--- src/rtl/erw_pkg.sv ---
package erw_pkg;
  typedef enum logic [2:0] {
    ST_IDLE,
    ST_CHECK,
    ST_ISSUE,
    ST_WAIT,
    ST_DONE
  } erw_state_e;

  typedef enum logic [1:0] {
    ERR_NONE  = 2'd0,
    ERR_RANGE = 2'd1,
    ERR_IO    = 2'd2
  } erw_err_e;

  localparam int NUM_PROBES = 2;
endpackage

--- src/rtl/erw_region_map.sv ---
module erw_region_map #(
  parameter int ADDR_W      = 32,
  parameter int SMALL_BYTES = 16384,
  parameter int SMALL_COUNT = 8,
  parameter int LARGE_BYTES = 131072
) (
  input  logic [ADDR_W:0] addr,
  output logic            in_large,
  output logic            aligned
);
  localparam logic [ADDR_W:0] SMALL_END  = (ADDR_W+1)'(SMALL_BYTES * SMALL_COUNT);
  localparam logic [ADDR_W:0] SMALL_MASK = (ADDR_W+1)'(SMALL_BYTES - 1);
  localparam logic [ADDR_W:0] LARGE_MASK = (ADDR_W+1)'(LARGE_BYTES - 1);

  logic [ADDR_W:0] mask;

  always_comb begin
    in_large = (addr >= SMALL_END);
    mask     = in_large ? LARGE_MASK : SMALL_MASK;
    aligned  = ((addr & mask) == '0);
  end
endmodule

--- src/rtl/erw_range_check.sv ---
module erw_range_check
  import erw_pkg::*;
#(
  parameter int ADDR_W      = 32,
  parameter int SMALL_BYTES = 16384,
  parameter int SMALL_COUNT = 8,
  parameter int LARGE_BYTES = 131072,
  parameter int LARGE_COUNT = 31
) (
  input  logic [ADDR_W-1:0] start_addr,
  input  logic [ADDR_W-1:0] len,
  output logic              invalid,
  output logic              zero_len,
  output logic              start_large
);
  localparam logic [ADDR_W:0] DEV_SIZE =
    (ADDR_W+1)'(SMALL_BYTES * SMALL_COUNT + LARGE_BYTES * LARGE_COUNT);

  logic [NUM_PROBES-1:0][ADDR_W:0] probe;
  logic [NUM_PROBES-1:0]           probe_large;
  logic [NUM_PROBES-1:0]           probe_aligned;

  assign probe[0] = {1'b0, start_addr};
  assign probe[1] = {1'b0, start_addr} + {1'b0, len};

  for (genvar g = 0; g < NUM_PROBES; g++) begin : g_probe
    erw_region_map #(
      .ADDR_W      (ADDR_W),
      .SMALL_BYTES (SMALL_BYTES),
      .SMALL_COUNT (SMALL_COUNT),
      .LARGE_BYTES (LARGE_BYTES)
    ) u_map (
      .addr     (probe[g]),
      .in_large (probe_large[g]),
      .aligned  (probe_aligned[g])
    );
  end

  always_comb begin
    zero_len    = (len == '0);
    start_large = probe_large[0];
    invalid     = (probe[1] > DEV_SIZE) ||
                  (!zero_len && !(&probe_aligned));
  end
endmodule

--- src/rtl/erw_cursor.sv ---
module erw_cursor #(
  parameter int ADDR_W      = 32,
  parameter int SMALL_BYTES = 16384,
  parameter int SMALL_COUNT = 8,
  parameter int LARGE_BYTES = 131072
) (
  input  logic              clk,
  input  logic              rst_n,
  input  logic              load,
  input  logic [ADDR_W-1:0] load_addr,
  input  logic [ADDR_W-1:0] load_len,
  input  logic              set_region,
  input  logic              region_large,
  input  logic              step,
  output logic [ADDR_W-1:0] addr_q,
  output logic [ADDR_W-1:0] rem_q,
  output logic              last_blk
);
  localparam logic [ADDR_W-1:0] SMALL_B   = ADDR_W'(SMALL_BYTES);
  localparam logic [ADDR_W-1:0] LARGE_B   = ADDR_W'(LARGE_BYTES);
  localparam logic [ADDR_W-1:0] SMALL_END = ADDR_W'(SMALL_BYTES * SMALL_COUNT);

  logic              large_q;
  logic [ADDR_W-1:0] step_bytes;
  logic [ADDR_W-1:0] addr_next;

  always_comb begin
    step_bytes = large_q ? LARGE_B : SMALL_B;
    addr_next  = addr_q + step_bytes;
    last_blk   = (rem_q == step_bytes);
  end

  always_ff @(posedge clk) begin
    if (!rst_n) begin
      addr_q  <= '0;
      rem_q   <= '0;
      large_q <= 1'b0;
    end else if (load) begin
      addr_q  <= load_addr;
      rem_q   <= load_len;
      large_q <= 1'b0;
    end else if (set_region) begin
      large_q <= region_large;
    end else if (step) begin
      addr_q <= addr_next;
      rem_q  <= rem_q - step_bytes;
      if (!large_q && addr_next == SMALL_END) large_q <= 1'b1;
    end
  end
endmodule

--- src/rtl/erase_range_walker.sv ---
module erase_range_walker
  import erw_pkg::*;
#(
  parameter int ADDR_W      = 32,
  parameter int SMALL_BYTES = 16384,
  parameter int SMALL_COUNT = 8,
  parameter int LARGE_BYTES = 131072,
  parameter int LARGE_COUNT = 31
) (
  input  logic              clk,
  input  logic              rst_n,
  input  logic              req_valid,
  output logic              req_ready,
  input  logic [ADDR_W-1:0] req_start,
  input  logic [ADDR_W-1:0] req_len,
  output logic              ers_valid,
  input  logic              ers_ready,
  output logic [ADDR_W-1:0] ers_addr,
  input  logic              ers_rsp_valid,
  input  logic              ers_rsp_fail,
  output logic              busy,
  output logic              done,
  output logic [1:0]        err
);
  erw_state_e        st_q, st_d;
  erw_err_e          err_q, err_d;
  logic              accept;
  logic              chk_invalid, chk_zero, chk_large;
  logic              cur_step, cur_last;
  logic [ADDR_W-1:0] cur_addr, cur_rem;

  assign accept = req_valid && (st_q == ST_IDLE);

  erw_cursor #(
    .ADDR_W      (ADDR_W),
    .SMALL_BYTES (SMALL_BYTES),
    .SMALL_COUNT (SMALL_COUNT),
    .LARGE_BYTES (LARGE_BYTES)
  ) u_cursor (
    .clk          (clk),
    .rst_n        (rst_n),
    .load         (accept),
    .load_addr    (req_start),
    .load_len     (req_len),
    .set_region   (st_q == ST_CHECK),
    .region_large (chk_large),
    .step         (cur_step),
    .addr_q       (cur_addr),
    .rem_q        (cur_rem),
    .last_blk     (cur_last)
  );

  erw_range_check #(
    .ADDR_W      (ADDR_W),
    .SMALL_BYTES (SMALL_BYTES),
    .SMALL_COUNT (SMALL_COUNT),
    .LARGE_BYTES (LARGE_BYTES),
    .LARGE_COUNT (LARGE_COUNT)
  ) u_check (
    .start_addr  (cur_addr),
    .len         (cur_rem),
    .invalid     (chk_invalid),
    .zero_len    (chk_zero),
    .start_large (chk_large)
  );

  always_comb begin
    st_d     = st_q;
    err_d    = err_q;
    cur_step = 1'b0;
    unique case (st_q)
      ST_IDLE: if (accept) st_d = ST_CHECK;
      ST_CHECK: begin
        if (chk_invalid) begin
          err_d = ERR_RANGE;
          st_d  = ST_DONE;
        end else if (chk_zero) begin
          err_d = ERR_NONE;
          st_d  = ST_DONE;
        end else begin
          st_d = ST_ISSUE;
        end
      end
      ST_ISSUE: if (ers_ready) st_d = ST_WAIT;
      ST_WAIT: begin
        if (ers_rsp_valid) begin
          if (ers_rsp_fail) begin
            err_d = ERR_IO;
            st_d  = ST_DONE;
          end else begin
            cur_step = 1'b1;
            if (cur_last) begin
              err_d = ERR_NONE;
              st_d  = ST_DONE;
            end else begin
              st_d = ST_ISSUE;
            end
          end
        end
      end
      ST_DONE: st_d = ST_IDLE;
      default: st_d = ST_IDLE;
    endcase
  end

  always_ff @(posedge clk) begin
    if (!rst_n) begin
      st_q  <= ST_IDLE;
      err_q <= ERR_NONE;
    end else begin
      st_q  <= st_d;
      err_q <= err_d;
    end
  end

  assign req_ready = (st_q == ST_IDLE);
  assign busy      = (st_q != ST_IDLE);
  assign done      = (st_q == ST_DONE);
  assign err       = err_q;
  assign ers_valid = (st_q == ST_ISSUE);
  assign ers_addr  = cur_addr;
endmodule

--- config.mk ---
export PLATFORM = sky130hd
export DESIGN_NAME = erase_range_walker
export DESIGN_NICKNAME = d
export VERILOG_FILES = /design/src/rtl/erw_pkg.sv /design/src/rtl/erw_region_map.sv /design/src/rtl/erw_range_check.sv /design/src/rtl/erw_cursor.sv /design/src/rtl/erase_range_walker.sv
export SDC_FILE = /design/constraint.sdc
export NUM_CORES = 1
export LEC_CHECK = 0
export ABC_AREA = 1
export ABC_CLOCK_PERIOD_IN_PS = 3360
export BUFFER_PORTS_ARGS = -buffer_cell sky130_fd_sc_hd__buf_2
export CELL_PAD_IN_SITES_DETAIL_PLACEMENT = 0
export CELL_PAD_IN_SITES_GLOBAL_PLACEMENT = 1
export CORE_MARGIN = 2
export CORE_UTILIZATION = 39
export DETAILED_ROUTE_END_ITERATION = 16
export PLACE_DENSITY = 0.78
export SLEW_MARGIN = 5
export SYNTH_ARGS = -nofsm -noshare
export SYNTH_HDL_FRONTEND = slang
export SYNTH_SLANG_ARGS = --single-unit
--- constraint.sdc ---
create_clock -name clk -period 3.36 [get_ports clk]
set_input_delay 0.504 -clock clk [delete_from_list [all_inputs] [get_ports clk]]
set_output_delay 0.504 -clock clk [all_outputs]
set_load 0.03 [all_outputs]
==> metrics.md, run 1 <==
| Metric | Value |
|---|---|
| Final clock skew | roughly 0.0044 ns |
| First-pass GRT wire length | around 34 mm |
| Count of final setup violators | 0 |
| Number of buffer and inverter instances along the worst setup path | 0 |
| Max transition margin | 40.1% |
| Part of the Yosys area used for sequential elements | 22.3% |
| Dominant cell by count in the synthesized netlist | nand2_1 |
| Number of post-CTS setup repair buffers | 0 |
| Overall power of the completed layout | roughly 3600 µW |
| Die Y | between 100 and 150 µm |
| Vias in the first global route | 6504 |
| Grt met2 use | 36.6% |
| Clock Pin Slew Worst Setup and Hold Paths | 0.06 ns |
| Antenna Cells | 0 |
| Cell type contributing the most total cell area after synthesis | dfxtp_1 |
| DR DRC count | 0 |
| Count of maximum capacitance violations | 0 |
| Pwr Density | roughly 480 nW/µm² |
| Num rows | 46 |
| CP Max Fanout | 4 |
| Proportion of synthesized flip-flops having asynchronous set or reset | 0% |
| Area taken by flip-flops and latches | between 1000 and 1500 µm² |
| Width of the die | 131 µm |
| Maximum number of pins on one net before global-route repair | 81 |
| CTS Buf Count | 9 |
| Leakage power total | around 0.0038 µW |
| Floorplan die area | between 15000 and 20000 µm² |
| Number of enable flip-flop cells after synthesis | 0 |
| Slew at the pin with the worst max-slew slack | approximately 0.90 ns |
| Netlist area before placement | 6290 µm² |
| CP top delay family | simple AND/OR/NAND/NOR gates |
| Average via count per standard cell | 5.05 |
| Max frequency | roughly 330 MHz |
| CTS sink cnt | 70 |
| Iteration-0 DRC Markers | 490 |
| Worst-Skew Late Latency | 0.34 ns |
| Cell mode on critical path | nand3_1 |
| Overflow after GRT | 0 |
| Unrepaired setup endpoints after global routing | no |
| Ratio of final minimum period to clock period | between 80% and 90% |
| Residual antenna-violating net count after detailed routing | 0 |
| Most Used Layer, Global Route | met1 |
| Number of warnings reported in the yosys synthesis log | 0 |
| Critical-path cell with the highest stage delay | dfxtp_1 |
| Placed Area | 7100 µm² |
| Max-slew violations | 0 |
| Detailed-route via count | between 6000 and 7000 |
| Primary flip-flop cell chosen by synthesis mapping | dfxtp_1 |
| Number of inserted filler cells in the final layout | ~1800 |
| Top post-synthesis cells by count | nand2_1 (298), inv_1 (138), nor2_1 (115) |
| Bufs on Longest Clock Path | 2 |
| Footprint of the multi-input gates | 4270 µm² |
| Average wire length per cell after detail routing | about 15 µm |
| List of cells traversed by the critical path | ha_1 -> fa_1 -> or2_2 -> a21oi_1 -> o21ai_0 -> nor2_1 -> nand3_1 -> nor2_2 -> nand3_1 -> nor2_1 -> nand3_1 -> a21oi_2 -> nand3_2 -> nand2_2 -> nand3_1 -> nand2_1 -> nor2_1 |
| Global placement routability congestion | ~0.86 |
| Final #Nets | 1272 |
| Root buffer selected by CTS | clkbuf_16 |
| Post-layout min period | between 2 and 3 ns |
| Critical setup path kind | reg -> reg |
| Share of final-layout standard cells stronger than drive strength 1 | 16.4% |
| Number of nets in the synthesized netlist | 1168 |
| HPWL reported at the end of detailed placement | between 15 and 20 mm |
| Number of buffers inserted for hold repair after clock tree synthesis | 0 |
| Setup crit start kind | flip-flop |
| Global routing met1 resource utilization | 39.3% |
| Endpoint required time on the critical path | between 3 and 4 ns |
| HP Class | in -> reg |
| Placeable core region | between 15000 and 20000 µm² |
| Summed negative setup slack over all endpoints | 0 ns |
| Synthesis-stage register bit count | 70 |
| Synth unique cells | 40 |
| Clock tree from TritonCTS | yes |
| Hold violation total from the final report | 0 |
| Effective utilization at floorplan | 39.8% |
| H-tree depth reported by CTS | 3 |
| Arrival time of the worst setup path | 3.23 ns |
| Final cell area excluding filler cells | ~7400 µm² |
| Run status | complete, no violations |
| Port bufs | ~110 |
| Syn Inst Count | roughly 1100 |
| Worst path max stage delay | roughly 0.42 ns |
| Met3 GRT Util | roughly 3.9% |
| Number of optimization iterations in the first detailed-route pass | 5 |
| GRT Overall Usage | between 20% and 30% |
| Sum of routed wire length over all layers | ~21 mm |
| Initial antenna violation count | 0 |
| Average cell area after synthesis | roughly 5.9 µm² |
| Worst voltage drop across the vdd grid | around 0.3 mV |
| Area growth from synthesis to final layout | 17.7% |
| Kind of capture point of the worst setup path | flip-flop |
| I/O pins | 108 |
| Worst slack on hold paths | about 0.38 ns |
| Synth top area share | about 22% |
| Post-route core utilization | between 40 and 50% |
| CTS-repair resized insts | 0 |
| Ranking of synthesized cells by area | dfxtp_1 (22%), nand2_1 (18%), inv_1 (8.2%) |
## state kept, by name, summed over array words and instances (netlist names)
signal	flops
err	2
u_cursor.rem_q	32
st_q	3
u_cursor.addr_q	32
u_cursor.large_q	1
## final timing paths
path,depth (start not counted),end,slack (ns),startpoint
hold / removal,3,u_cursor.addr_q[0]$_SDFFE_PN0P_,0.38,req_start[0]
setup / recovery,17,err[0]$_SDFFE_PN0P_,0.37,u_cursor.rem_q[0]$_SDFFE_PN0P_
setup reg to reg,17,err[0]$_SDFFE_PN0P_,0.37,u_cursor.rem_q[0]$_SDFFE_PN0P_
hold reg to reg,2,err[1]$_SDFFE_PN0P_,0.48,err[1]$_SDFFE_PN0P_
## logic make-up after synthesis
logic type               after synthesis  share of synthesized area, %
XOR/XNOR                              20                          2.78
buffers and inverters                168                          10.0
flip-flops                            70                          22.3
AO/OA/AOI/OAI                        186                          16.7
AND/OR/NAND/NOR                      576                          40.4
adder cells (fa/ha/maj)               39                          7.87
## per-layer routing
layer	vias up	part of all wire, %
met2	142	40
met5	-	0
met1	3142	54
li1	3674	-
met3	28	4.0
met4	0	1.8
## cell type report
cell class	instances	share of cell area [%]
clock inverter	7	1.08
inverter	141	7.14
clock buffer	9	3.04
sequential	70	18.9
timing repair buffer	120	8.55
multi-input combinational	821	57.6
tap	216	3.65
## worst register-to-register path: cells and delay by family (launching register included)
kind	cells	cell delay, ns
AND/OR/NAND/NOR	12	1.39
flip-flops	1	0.42
adder cells (fa/ha/maj)	2	0.63
AO/OA/AOI/OAI	3	0.43
## power breakdown
group,internal [µW],switching (µW),total (µW)
combinational,509,983,1490
clock,582,406,988
sequential,932,138,1070
total,2020,1530,3550
## stage by stage
step / instances / setup slack [ns]
finish: 1384 / 0.371
global route: 1384 / 0.102
CTS: 1384 / 0.389
detailed placement: 1368 / 0.410
global placement: 1368 / 0.440
floorplan: 1059 / 0.668
## cells in the final DEF, fill, tap and decap left out, types with 2 or more instances in the layout
cell type   count
and3_1          2
o21ai_0        70
nand3_1        53
nor3_1         18
xor2_1         13
buf_2         107
inv_1         138
inv_6           2
nand2_2        22
xnor2_1         7
o21bai_1        9
nor2_1        114
nand3b_1        8
nand3_2         8
o221ai_1        2
a31oi_1        15
or2_2           4
clkbuf_16       9
o31ai_1         2
nand2_1       298
inv_2           3
nor3_2          2
nor2_2          8
clkinv_4        2
a21oi_2         5
dfxtp_1        70
buf_4          13
o211ai_1       12
or2_1           2
nor2_4          3
nor4_1         11
clkinvlp_4      2
nand4_1        18
ha_1           38
a21oi_1        66
and2_1          3
Power figures use the tool's default switching activity.
==> run 2: changes to the inputs <==
==> constraint.sdc (replaced) <==
create_clock -name clk -period 3.36 [get_ports clk]
set_input_delay 0.168 -clock clk [delete_from_list [all_inputs] [get_ports clk]]
set_output_delay 0.168 -clock clk [all_outputs]
set_load 0.03 [all_outputs]
==> metrics.md, run 2 (synthesis gave the netlist of run 1 again) <==
| Metric | Value |
|---|---|
| Run status | complete, no violations |
| Vias in the first global route | 6464 |
| Max frequency | ~340 MHz |
| CTS-repair resized insts | 0 |
| H-tree depth reported by CTS | 3 |
| Critical setup path kind | reg -> reg |
| Area growth from synthesis to final layout | 18.5% |
| Unrepaired setup endpoints after global routing | no |
| Hold Crit Depth | 3 |
| Overflow after GRT | 0 |
| CP Max Fanout | 4 |
| Detailed-route via count | about 7000 |
| Clock tree from TritonCTS | yes |
| Hold violation total from the final report | 0 |
| HP Class | in -> reg |
| I/O pins | between 100 and 150 |
| DR DRC count | 0 |
| Number of buffer and inverter instances along the worst setup path | 0 |
| Sum of routed wire length over all layers | 21.1 mm |
| Ratio of final minimum period to clock period | around nine tenths |
| Number of optimization iterations in the first detailed-route pass | 7 |
| Worst voltage drop across the vdd grid | 0.276 mV |
| Share of final-layout standard cells stronger than drive strength 1 | 16.5% |
| Count of maximum capacitance violations | 0 |
| Worst-Skew Late Latency | around 0.34 ns |
| Worst path max stage delay | approximately 0.43 ns |
| Worst slack on hold paths | roughly 0.049 ns |
| Floorplan die area | ~17000 µm² |
| Kind of capture point of the worst setup path | flip-flop |
| Flop-to-flop setup slack | roughly 0.39 ns |
| Port bufs | 107 |
| Commonest non-fill, non-tap cell in the layout | nand2_1 |
| Post-layout min period | approximately 3.0 ns |
| Width of the die | roughly 130 µm |
| List of cells traversed by the critical path | ha_1 -> fa_1 -> or2_2 -> a21oi_1 -> o21ai_0 -> nor2_1 -> nand3_1 -> nor2_2 -> nand3_1 -> nor2_1 -> nand3_1 -> a21oi_2 -> nand3_2 -> nand2_2 -> nand3_1 -> nand2_1 -> nor2_1 |
| Antenna Cells | 0 |
| Root buffer selected by CTS | clkbuf_16 |
| Critical-path cell with the highest stage delay | dfxtp_1 |
| Leading cell types in the layout, fill and taps excluded | nand2_1 (298), inv_1 (138), nor2_1 (114) |
| Initial antenna violation count | 0 |
| Worst r2r path cells | 17 |
| Proportion of power drawn by combinational gates | between 40% and 50% |
| Pwr Density | 496 nW/µm² |
| Global placement routability congestion | around 0.86 |
| Die Y | 131 µm |
| Largest regs | u_cursor.addr_q (32), u_cursor.rem_q (32), st_q (3) |
| Placeable core region | between 15000 and 20000 µm² |
| Residual antenna-violating net count after detailed routing | 0 |
| Iteration-0 DRC Markers | roughly 470 |
| Clock Pin Slew Worst Setup and Hold Paths | ~0.060 ns |
| Cell mode on critical path | nand3_1 |
| CTS sink cnt | 70 |
| Endpoint required time on the critical path | between 3 and 4 ns |
| Number of buffers inserted for hold repair after clock tree synthesis | 0 |
| Number of post-CTS setup repair buffers | 0 |
| Seq pwr share | slightly below 30% |
| Slew at the pin with the worst max-slew slack | 0.922 ns |
| Effective utilization at floorplan | 39.8% |
| GRT Overall Usage | 25.0% |
| Num rows | 46 |
| Max transition margin | between 30% and 40% |
| HPWL reported at the end of detailed placement | between 15 and 20 mm |
| Switching Share | about two fifths |
| Switching power total | 1530 µW |
| First-pass GRT wire length | roughly 33 mm |
| Count of final setup violators | 0 |
| Average via count per standard cell | a little over 5 |
| Arrival time of the worst setup path | 3.20 ns |
| Maximum number of pins on one net before global-route repair | 62 |
| Worst path depth | 17 |
| Max-slew violations | 0 |
| CTS Buf Count | 9 |
| Setup crit start kind | flip-flop |
| CP top delay family | simple AND/OR/NAND/NOR gates |
| Leakage power total | between 0.003 and 0.004 µW |
| Final #Nets | between 1000 and 1500 |
| Average wire length per cell after detail routing | 15.2 µm |
| Final clock skew | around 0.0065 ns |
| Summed negative setup slack over all endpoints | 0 ns |
| Bufs on Longest Clock Path | 2 |
| Portion of total power attributed to the clock network | between 30% and 40% |
| Internal power component | 2170 µW |
run 2: path summary, 6_finish.rpt:
check / start / end
setup / recovery: u_cursor.rem_q[0]$_SDFFE_PN0P_ / err[0]$_SDFFE_PN0P_
hold / removal: req_start[11] / u_cursor.addr_q[11]$_SDFFE_PN0P_
setup reg to reg: u_cursor.rem_q[0]$_SDFFE_PN0P_ / err[0]$_SDFFE_PN0P_
hold reg to reg: u_cursor.rem_q[5]$_SDFFE_PN0P_ / u_cursor.rem_q[5]$_SDFFE_PN0P_
run 2: worst register-to-register path, stage by stage (launching register included):
cell     delay, ns
dfxtp_1       0.43
ha_1          0.23
fa_1          0.40
or2_2         0.27
a21oi_1       0.14
o21ai_0       0.10
nor2_1        0.16
nand3_1       0.12
nor2_2        0.12
nand3_1       0.08
nor2_1        0.14
nand3_1       0.11
a21oi_2       0.20
nand3_2       0.09
nand2_2       0.10
nand3_1       0.07
nand2_1       0.06
nor2_1        0.04
run 2: power by group through the flow:
stage	logic (µW)	clock network [µW]	registers (µW)
5_1_grt	1700	1180	1080
3_5_place_dp	1490	0	1080
6_report	1500	1130	1070
2_1_floorplan	986	0	1130
4_1_cts	1490	1150	1060
3_3_place_gp	1490	0	1080
run 2: layout make-up:
type | instances | area [µm²]
Clock buffer | 9 | 225
Clock inverter | 7 | 121
Fill cell | 1784 | 8370
Inverter | 141 | 529
Multi-Input combinational cell | 821 | 4270
Sequential cell | 70 | 1400
Tap cell | 216 | 270
Timing Repair Buffer | 121 | 641
run 2: stage by stage:
step           instance area, µm²  setup WS (ns)  total power [µW]  instances  util (%)
6_report                     7460          0.388              3700       1385      47.1
4_1_cts                      7460          0.404              3710       1385      47.1
3_3_place_gp                 7110          0.436              2570       1369      44.9
5_1_grt                      7460          0.119              3950       1385      47.1
3_5_place_dp                 7110          0.420              2560       1369      44.9
2_1_floorplan                6290          0.668              2120       1059         -
run 2: per-layer routing:
metal  track usage [%]  part of all wire [%]  up-vias  wire [µm]
met5                 0                     0        -          0
li1                  -                     -     3661          -
met1              37.8                    52     3171      11000
met4              6.57                   1.6        0        346
met2              37.3                    41      173       8680
met3              3.26                   4.8       18       1010
